$ cat config.mk
export PLATFORM = sky130hd
export DESIGN_NAME = vend_ctrl
export DESIGN_NICKNAME = d
export VERILOG_FILES = /design/src/rtl/vend_pkg.sv /design/src/rtl/coin_decode.sv /design/src/rtl/credit_step.sv /design/src/rtl/vend_ctrl.sv
export SDC_FILE = /design/constraint.sdc
export NUM_CORES = 1
export LEC_CHECK = 0
export BUFFER_PORTS_ARGS = -buffer_cell sky130_fd_sc_hd__buf_2
export CAP_MARGIN = 10
export CORE_AREA = 3 3 40 42
export DETAILED_ROUTE_END_ITERATION = 6
export DIE_AREA = 0 0 43 45
export PLACE_DENSITY = 0.35
export SLEW_MARGIN = 20
export SYNTH_ARGS = -nofsm -noshare
export SYNTH_HDL_FRONTEND = slang
export SYNTH_SLANG_ARGS = --single-unit
$ cat constraint.sdc
create_clock -name clk -period 3.2 [get_ports clk]
set_input_delay 0.32 -clock clk [delete_from_list [all_inputs] [get_ports clk]]
set_output_delay 0.32 -clock clk [all_outputs]
set_load 0.05 [all_outputs]
$ cat src/rtl/vend_pkg.sv
package vend_pkg;
    // Bit position of each coin within the strobe vector.
    localparam int NUM_COINS = 3;
    localparam int IDX_NICKEL = 0;
    localparam int IDX_DIME = 1;
    localparam int IDX_QUARTER = 2;
endpackage

$ cat src/rtl/coin_decode.sv
module coin_decode
    import vend_pkg::*;
#(
    parameter int NICKEL_UNITS = 1,
    parameter int DIME_UNITS = 2,
    parameter int QUARTER_UNITS = 5,
    parameter int VAL_W = 3
) (
    input  logic [NUM_COINS-1:0] coin_i,
    output logic                 valid_o,
    output logic [VAL_W-1:0]     value_o
);
    logic [1:0] hits;

    always_comb begin
        hits = '0;
        for (int k = 0; k < NUM_COINS; k++) begin
            hits = hits + {1'b0, coin_i[k]};
        end
        valid_o = (hits == 2'd1);
        value_o = '0;
        if (valid_o) begin
            if (coin_i[IDX_NICKEL]) value_o = VAL_W'(NICKEL_UNITS);
            else if (coin_i[IDX_DIME]) value_o = VAL_W'(DIME_UNITS);
            else value_o = VAL_W'(QUARTER_UNITS);
        end
    end
endmodule

$ cat src/rtl/credit_step.sv
module credit_step #(
    parameter int PRICE_UNITS = 4,
    parameter int CREDIT_W = 2,
    parameter int VAL_W = 3,
    parameter int SUM_W = 4,
    parameter int CHG_W = 3
) (
    input  logic [CREDIT_W-1:0] credit_i,
    input  logic                valid_i,
    input  logic [VAL_W-1:0]    value_i,
    output logic [CREDIT_W-1:0] credit_o,
    output logic                vend_o,
    output logic [CHG_W-1:0]    change_o
);
    logic [SUM_W-1:0] total;

    always_comb begin
        total = SUM_W'(credit_i) + SUM_W'(value_i);
        credit_o = credit_i;
        vend_o = 1'b0;
        change_o = '0;
        if (valid_i) begin
            if (total >= SUM_W'(PRICE_UNITS)) begin
                vend_o = 1'b1;
                change_o = CHG_W'(total - SUM_W'(PRICE_UNITS));
                credit_o = '0;
            end else begin
                credit_o = CREDIT_W'(total);
            end
        end
    end
endmodule

$ cat src/rtl/vend_ctrl.sv
module vend_ctrl
    import vend_pkg::*;
#(
    parameter int PRICE_UNITS = 4,
    parameter int NICKEL_UNITS = 1,
    parameter int DIME_UNITS = 2,
    parameter int QUARTER_UNITS = 5,
    localparam int MAX_COIN = (QUARTER_UNITS > DIME_UNITS)
        ? ((QUARTER_UNITS > NICKEL_UNITS) ? QUARTER_UNITS : NICKEL_UNITS)
        : ((DIME_UNITS > NICKEL_UNITS) ? DIME_UNITS : NICKEL_UNITS),
    localparam int CHG_W = (MAX_COIN > 2) ? $clog2(MAX_COIN) : 1
) (
    input  logic             clk,
    input  logic             rst,
    input  logic             nickel_i,
    input  logic             dime_i,
    input  logic             quarter_i,
    output logic             vend_o,
    output logic [CHG_W-1:0] change_o
);
    localparam int CREDIT_W = (PRICE_UNITS > 2) ? $clog2(PRICE_UNITS) : 1;
    localparam int VAL_W = $clog2(MAX_COIN + 1);
    localparam int SUM_W = $clog2(PRICE_UNITS + MAX_COIN);
    localparam int MAX_CHANGE = MAX_COIN - 1;

    typedef struct packed {
        logic [CREDIT_W-1:0] credit;
    } state_t;

    state_t state_d, state_q;
    logic [NUM_COINS-1:0] coins;
    logic coin_ok;
    logic [VAL_W-1:0] coin_val;
    logic [CREDIT_W-1:0] credit_nx;

    always_comb begin
        coins = '0;
        coins[IDX_NICKEL] = nickel_i;
        coins[IDX_DIME] = dime_i;
        coins[IDX_QUARTER] = quarter_i;
    end

    coin_decode #(
        .NICKEL_UNITS(NICKEL_UNITS), .DIME_UNITS(DIME_UNITS),
        .QUARTER_UNITS(QUARTER_UNITS), .VAL_W(VAL_W)
    ) u_decode (
        .coin_i(coins), .valid_o(coin_ok), .value_o(coin_val)
    );

    credit_step #(
        .PRICE_UNITS(PRICE_UNITS), .CREDIT_W(CREDIT_W), .VAL_W(VAL_W),
        .SUM_W(SUM_W), .CHG_W(CHG_W)
    ) u_step (
        .credit_i(state_q.credit), .valid_i(coin_ok), .value_i(coin_val),
        .credit_o(credit_nx), .vend_o(vend_o), .change_o(change_o)
    );

    always_comb begin
        state_d = state_q;
        state_d.credit = credit_nx;
    end

    always_ff @(posedge clk) begin
        if (rst) state_q <= '0;
        else state_q <= state_d;
    end


    reset_clear_chk: assert property (@(posedge clk) rst |=> state_q.credit == '0);

    vend_zero_chk: assert property (@(posedge clk) disable iff (rst)
        vend_o |=> state_q.credit == '0);

    idle_hold_chk: assert property (@(posedge clk) disable iff (rst)
        (!nickel_i && !dime_i && !quarter_i) |=> $stable(state_q.credit));

    multi_ignore_chk: assert property (@(posedge clk) disable iff (rst)
        ($countones({nickel_i, dime_i, quarter_i}) > 1) |-> !vend_o);

    multi_hold_chk: assert property (@(posedge clk) disable iff (rst)
        ($countones({nickel_i, dime_i, quarter_i}) > 1) |=> $stable(state_q.credit));

    quiet_change_chk: assert property (@(posedge clk) disable iff (rst)
        !vend_o |-> change_o == '0);

    change_range_chk: assert property (@(posedge clk) disable iff (rst)
        vend_o |-> change_o <= CHG_W'(MAX_CHANGE));

    vend_needs_coin_chk: assert property (@(posedge clk) disable iff (rst)
        vend_o |-> $countones({nickel_i, dime_i, quarter_i}) == 1);
endmodule

Yosys cells after proc, flatten, opt, wreduce, memory -nomap -nowiden:

Cells that the tools add are included.

* $add $sub $neg: 4
* $lt $le $gt $ge: 1
* equal/unequal tests: 1
* mux-type cells: 8

Operators by type and width (count)
* $mux W3: 5
* $add A2 B3 Y4: 1
* $ge A4 B3 Y1 const B: 1
* $sub A3 B3 Y3 const B: 1
* $add A1 B1 Y2: 1
* $add A2 B1 Y2: 1
* $eq A2 B1 Y1 const B: 1
* $mux W1: 2
* $mux W2: 1

* flip-flop bits (word level): 2

Longest topological paths before layout:

Gate-level depths: netlist (run 1).

* depth after elaboration: 8
* mapped depth: 8

Hierarchy:

Synthesis (run 1) repeated with hierarchy kept, for this count alone.

* cell total of the unflattened synthesis: 34
* area, all modules: 295.3 um2

By module, submodules not included
* credit_step: instances 1, cells an instance 23, area an instance 178.9 um2, seq. area each 0.0 um2
* coin_decode: instances 1, cells an instance 7, area an instance 63.8 um2, seq. area each 0.0 um2
* vend_ctrl: instances 1, cells an instance 4, area an instance 52.6 um2, seq. area each 40.0 um2

Worst setup path before layout (run 1):

OpenSTA, ideal clock, no wires.

* path kind: input-to-output
* start: in nickel_i
* end: out change_o[2]
* arrival time: 2458 ps
* slack: 422 ps
* stages on the path: 8
* cell sequence: fa_1 > nand2b_1 > a21oi_1 > ha_1 > fa_1 > nor3b_4 > nand2_1 > nor2_1

* cells in the longest elaborated chain, start to end: 8
* elaborated cells on any way between the ends: 10
* those cells by class: add/sub (4); order compare (1); eq/ne (1); mux (4)

RTL lines
* start: declaration: RTL line vend_ctrl.sv:15 `input logic nickel_i,`
* $add A1 B1 Y2: RTL line coin_decode.sv:18 `hits = hits + {1'b0, coin_i[k]};`
* $add A2 B1 Y2: RTL line coin_decode.sv:18
* $eq A2 B1 Y1: RTL line coin_decode.sv:20 `valid_o = (hits == 2'd1);`
* $mux W3: RTL line coin_decode.sv:22 `if (valid_o) begin`
* $add A2 B3 Y4: RTL line credit_step.sv:18 `total = SUM_W'(credit_i) + SUM_W'(value_i);`
* $ge A4 B3 Y1 or $sub A3 B3 Y3 (tied branches): RTL line credit_step.sv:23, credit_step.sv:25
* $mux W3: RTL line credit_step.sv:23 `if (total >= SUM_W'(PRICE_UNITS)) begin`
* $mux W3 *: RTL line credit_step.sv:22 `if (valid_i) begin`
* end: declaration: RTL line vend_ctrl.sv:19 `output logic [CHG_W-1:0] change_o`

Every way passes the cells marked *; elsewhere a longest branch is shown, timed or not.

Worst setup path in the final report (run 1):

* start: in nickel_i
* end: out change_o[1]

The elaborated chain is that of the path after synthesis.

==> reports/metrics.cfg, run 1 <==
[outcome]
status=finished clean

[logic_synthesis]
synthesis.area_um2=277
synth_cell_types=18
ys_seq_area_share_pct=14.5
syn_inst=29
yosys_warnings=0
synth_seq_cells=2
synthesis.nets=38
syn_area_per_cell_um2=9.54

[clock_tree]
clock-sinks=2
insertion_delay_ns=0.22
htree_levels=1
clk_pin_slew_ns=0.03
hold_buffers=0
max-clock-path-buffers=2
post_cts_buffers=0
numCtsBuffers=3
cts-root-buf=clkbuf_4
cts-resized-gates=0
cts_tree=built

[routing]
vias=251
wl_per_cell_um=10.5
vias_per_cell=4.56
drt_first_pass_iters=3
route.detailed.drc=0
drt-initial-drc-count=1
ant_nets=0
wl_um=577

[setup_path]
required_ns=2.88
crit_type=in2out
cp-end-kind=primary output
cp.arrival_ns=2.59
startpoint_type=primary input
crit_fanout=5

[final_layout]
drive_gt1_share_pct=35.0
regMostFlops=state_q
layout.cells.non_filler=55
n_antenna_cell=0
syn_to_final_growth_pct=29.4
top_regs=state_q: 2 flops
largest_register_ffs=2
stdcell_area_um2=358
final_util_pct=27.8
final.fill_count=148
layout.nets=51

[floorplanning]
die_w_um=43
core_um2=1280
dieArea_um2=1940
rows=13
io_pins=9
die_y_um=45
start_util_pct=21.5

[timing]
relSlewSlack_pct=83.5
min_period_ns=2.91
worst_pin_slew_ns=0.248
fmax_mhz=344
maxSlewViolCount=0
setup_viol=0
post-route-period-util_pct=91.0
tns_ns=0
finalHoldViolations=0
grt_setup_unrepaired=false
skew_ns=0.000629

[global_route]
grt_overflow=0
grt_pass1_vias=292
grt_antenna_before_repair=0
grt_first_pass_wirelength_mm=1.12
grt.total_usage_pct=8.07
grt_max_degree=6

[hold_path]
hold_path.class=in2reg

[place]
portBuffers=8
place_area_um2=335
gp_congestion=0.716
dp_cells=52

[pwr]
power_density_nw_per_um2=304
ir_drop_uv=143
leakagePower_uw=0.000193

[job]
maxCapViolCount=0

-- metrics by stage --
step                      total power, uW  hold slack (ns)  worst slack (ns)
after global routing                  120            0.497             0.140
after CTS                             114            0.449             0.278
after detailed placement             55.3            0.501             0.286
final                                 109            0.455             0.289
after global placement               55.5            0.510             0.276
after floorplan                      45.4            0.468             0.422
-- report_power, final --
part / switching (uW) / internal, uW
logic: 16.9 / 11.1
clock network: 13.1 / 41.2
registers: 0.631 / 26.0
total: 30.6 / 78.3
-- synth_stat cells --
| master | number | share of area (%) |
|---|---|---|
| a21oi_2 | 1 | 3.2 |
| a21oi_4 | 1 | 5.9 |
| and4bb_1 | 2 | 9.0 |
| o21ba_1 | 1 | 3.6 |
| nand2_1 | 3 | 4.1 |
| nor2_1 | 1 | 1.4 |
| and2_1 | 1 | 2.3 |
| ha_1 | 2 | 9.0 |
| nor3b_4 | 1 | 6.8 |
| and3_1 | 3 | 6.8 |
| nand2b_1 | 1 | 2.3 |
| dfxtp_1 | 2 | 14 |
| nand3_1 | 2 | 3.6 |
| a32oi_1 | 2 | 6.3 |
| a21oi_1 | 1 | 1.8 |
| nor2b_1 | 1 | 2.3 |
| inv_1 | 2 | 2.7 |
| fa_1 | 2 | 14 |
-- worst max-delay path, stage by stage --
cell and delay [ns]:
buf_2 0.14, fa_1 0.53, nor2b_1 0.19, and3_1 0.22, fa_1 0.41, nor3b_4 0.18
a21oi_2 0.17, and3_1 0.17, buf_2 0.26
-- layout by cell type, fill, tap and decap left out, types with 2 or more instances in the layout --
cell type and instances:
ha_1 2, a32oi_1 2, nand2_1 3, nand3_1 2
dfxtp_1 2, and3_1 3, inv_1 2, clkbuf_4 3
buf_2 8, and4bb_1 2, fa_1 2
-- final timing paths --
path | startpoint | endpoint | slack, ns | depth (start not counted)
min | rst | state_q[0]$_SDFFE_PP0P_ | 0.46 | 4
max reg2reg | state_q[0]$_SDFFE_PP0P_ | state_q[1]$_SDFFE_PP0P_ | 1.61 | 5
max | nickel_i | change_o[1] | 0.29 | 9
min reg2reg | state_q[0]$_SDFFE_PP0P_ | state_q[0]$_SDFFE_PP0P_ | 0.51 | 2
-- per-layer routing --
metal	GRT usage [%]	routed length, um	up-vias
met3	1.99	46	0
met4	9.04	0	0
li1	-	-	130
met1	7.69	245	115
met5	0	0	-
met2	13.5	285	6
-- cells by family after synthesis --
| kind of cell | Yosys count | synth area share (%) |
|---|---|---|
| adder cells (fa/ha/maj) | 4 | 23.5 |
| flip-flops | 2 | 14.5 |
| AND/OR/NAND/NOR | 15 | 38.5 |
| AO/OA/AOI/OAI | 6 | 20.8 |
| buffers and inverters | 2 | 2.72 |
-- cell type report --
class | count | area (um^2) | area share [%]
Multi-Input combinational cell | 25 | 229 | 64.0
Sequential cell | 2 | 40.0 | 11.2
Timing Repair Buffer | 8 | 40.0 | 11.2
Inverter | 2 | 7.51 | 2.10
Tap cell | 15 | 18.8 | 5.24
Clock buffer | 3 | 22.5 | 6.29
(Power assumes the default switching activity.)
==> inputs of run 2 (changes only) <==
==> constraint.sdc (replaced) <==
create_clock -name clk -period 3.2 [get_ports clk]
set_input_delay 0.32 -clock clk [delete_from_list [all_inputs] [get_ports clk]]
set_output_delay 0.32 -clock clk [all_outputs]
set_load 0.1 [all_outputs]
==> reports/metrics.cfg, run 2 (synthesis gave the netlist of run 1 again) <==
[floorplanning]
start_util_pct=21.5
core_um2=1280
io_pins=9
die_w_um=43
rows=13
dieArea_um2=1940
die_y_um=45

[final_layout]
final_cell_mix=buf_2, buf_12, and3_1, nand2_1, clkbuf_4
stdcell_area_um2=420
top_regs=state_q: 2 flops
syn_to_final_growth_pct=52.0
layout.nets=51
largest_register_ffs=2
n_antenna_cell=0
drive_gt1_share_pct=37.5
regMostFlops=state_q

[timing]
maxSlewViolCount=0
relSlewSlack_pct=82.8
fmax_mhz=345
grt_setup_unrepaired=false
tns_ns=0
post-route-period-util_pct=90.6
setup_viol=0
fin_hold_ws_ns=0.444
skew_ns=0.000194
worst_pin_slew_ns=0.257
finalHoldViolations=0
min_period_ns=2.90

[hold_path]
min_to=state_q[0]$_SDFFE_PP0P_
holdPathStages=4
hold_path.class=in2reg
hold_start=rst

[global_route]
met3_usage_pct=2.39
top_usage_layer=met2
grt.total_usage_pct=7.91
grt_overflow=0
grt_first_pass_wirelength_mm=1.09
met2_usage_pct=12.0
grt_antenna_before_repair=0
met1_usage_pct=8.92
grt_pass1_vias=257
grt_max_degree=6

[routing]
wl_per_cell_um=10.9
drt_first_pass_iters=4
route.detailed.drc=0
vias_per_cell=4.75
wl_um=597
drt-initial-drc-count=4
ant_nets=0
vias=261

[pwr]
leakagePower_uw=0.000203
ir_drop_uv=112
power_density_nw_per_um2=275

[place]
gp_congestion=0.697
dp_hpwl_um=517
portBuffers=8
place_area_um2=398

[clock_tree]
cts_tree=built
post_cts_buffers=0
max-clock-path-buffers=2
clk_pin_slew_ns=0.03
cts-root-buf=clkbuf_4
htree_levels=1
hold_buffers=0
cts-resized-gates=0
clock-sinks=2
insertion_delay_ns=0.22
numCtsBuffers=3

[setup_path]
r2r_slack_ns=1.57
cp.arrival_ns=2.58
startpoint_type=primary input
required_ns=2.88
reg2reg_to=state_q[1]$_SDFFE_PP0P_
rr_startpoint=state_q[0]$_SDFFE_PP0P_
crit_start=nickel_i
crit_fanout=5
cp-end-kind=primary output
r2r_cells=5
crit_type=in2out

[outcome]
status=finished clean

[job]
maxCapViolCount=0

run 2: cell count changes in the layout (fill, tap and decap cells not counted):
cell    change
buf_12      +4
nor2_1      -1
buf_2       -4
nor2_2      +1
run 2: final cells by class:
class                      count  area [um^2]
multi-input combinational     25          231
fill                         135          865
tap                           15         18.8
inverter                       2         7.51
timing repair buffer           8          100
clock buffer                   3         22.5
sequential                     2         40.0
run 2: how the worst max path moves through the flow:
| stage | endpoint | slack (ns) | cells past startpoint |
|---|---|---|---|
| after global routing | change_o[0] | 0.13 | 9 |
| after floorplan | change_o[0] | 0.18 | 7 |
| after detailed placement | change_o[0] | 0.30 | 9 |
| after global placement | change_o[0] | 0.30 | 10 |
| final | change_o[0] | 0.30 | 9 |
| after CTS | change_o[0] | 0.29 | 9 |
run 2: layer usage:
metal / vias to the layer above / wire, um
met2: 8 / 292
li1: 132 / -
met1: 121 / 274
met5: - / 0
met3: 0 / 30
met4: 0 / 0
run 2: where the power goes:
part | internal [uW] | switching (uW) | leakage, uW
clock network | 41.3 | 13.2 | 0.0000138
logic | 13.7 | 20.7 | 0.000174
registers | 26.0 | 0.753 | 0.0000162
total | 81.0 | 34.7 | 0.000203
run 2: metrics by stage:
step	cells	util [%]	total power, uW	worst slack, ns
after floorplan	29	-	48.8	0.184
after global placement	52	31.0	61.8	0.303
after detailed placement	52	31.0	61.7	0.299
after CTS	55	32.7	121	0.288
after global routing	55	32.7	127	0.134
final	55	32.7	116	0.299
run 2: worst max-delay path, cell delays in order:
cell	delay (ns)
buf_2	0.14
fa_1	0.52
nor2b_1	0.19
and3_1	0.23
fa_1	0.41
nor3b_4	0.18
a21oi_2	0.17
and3_1	0.23
buf_12	0.19
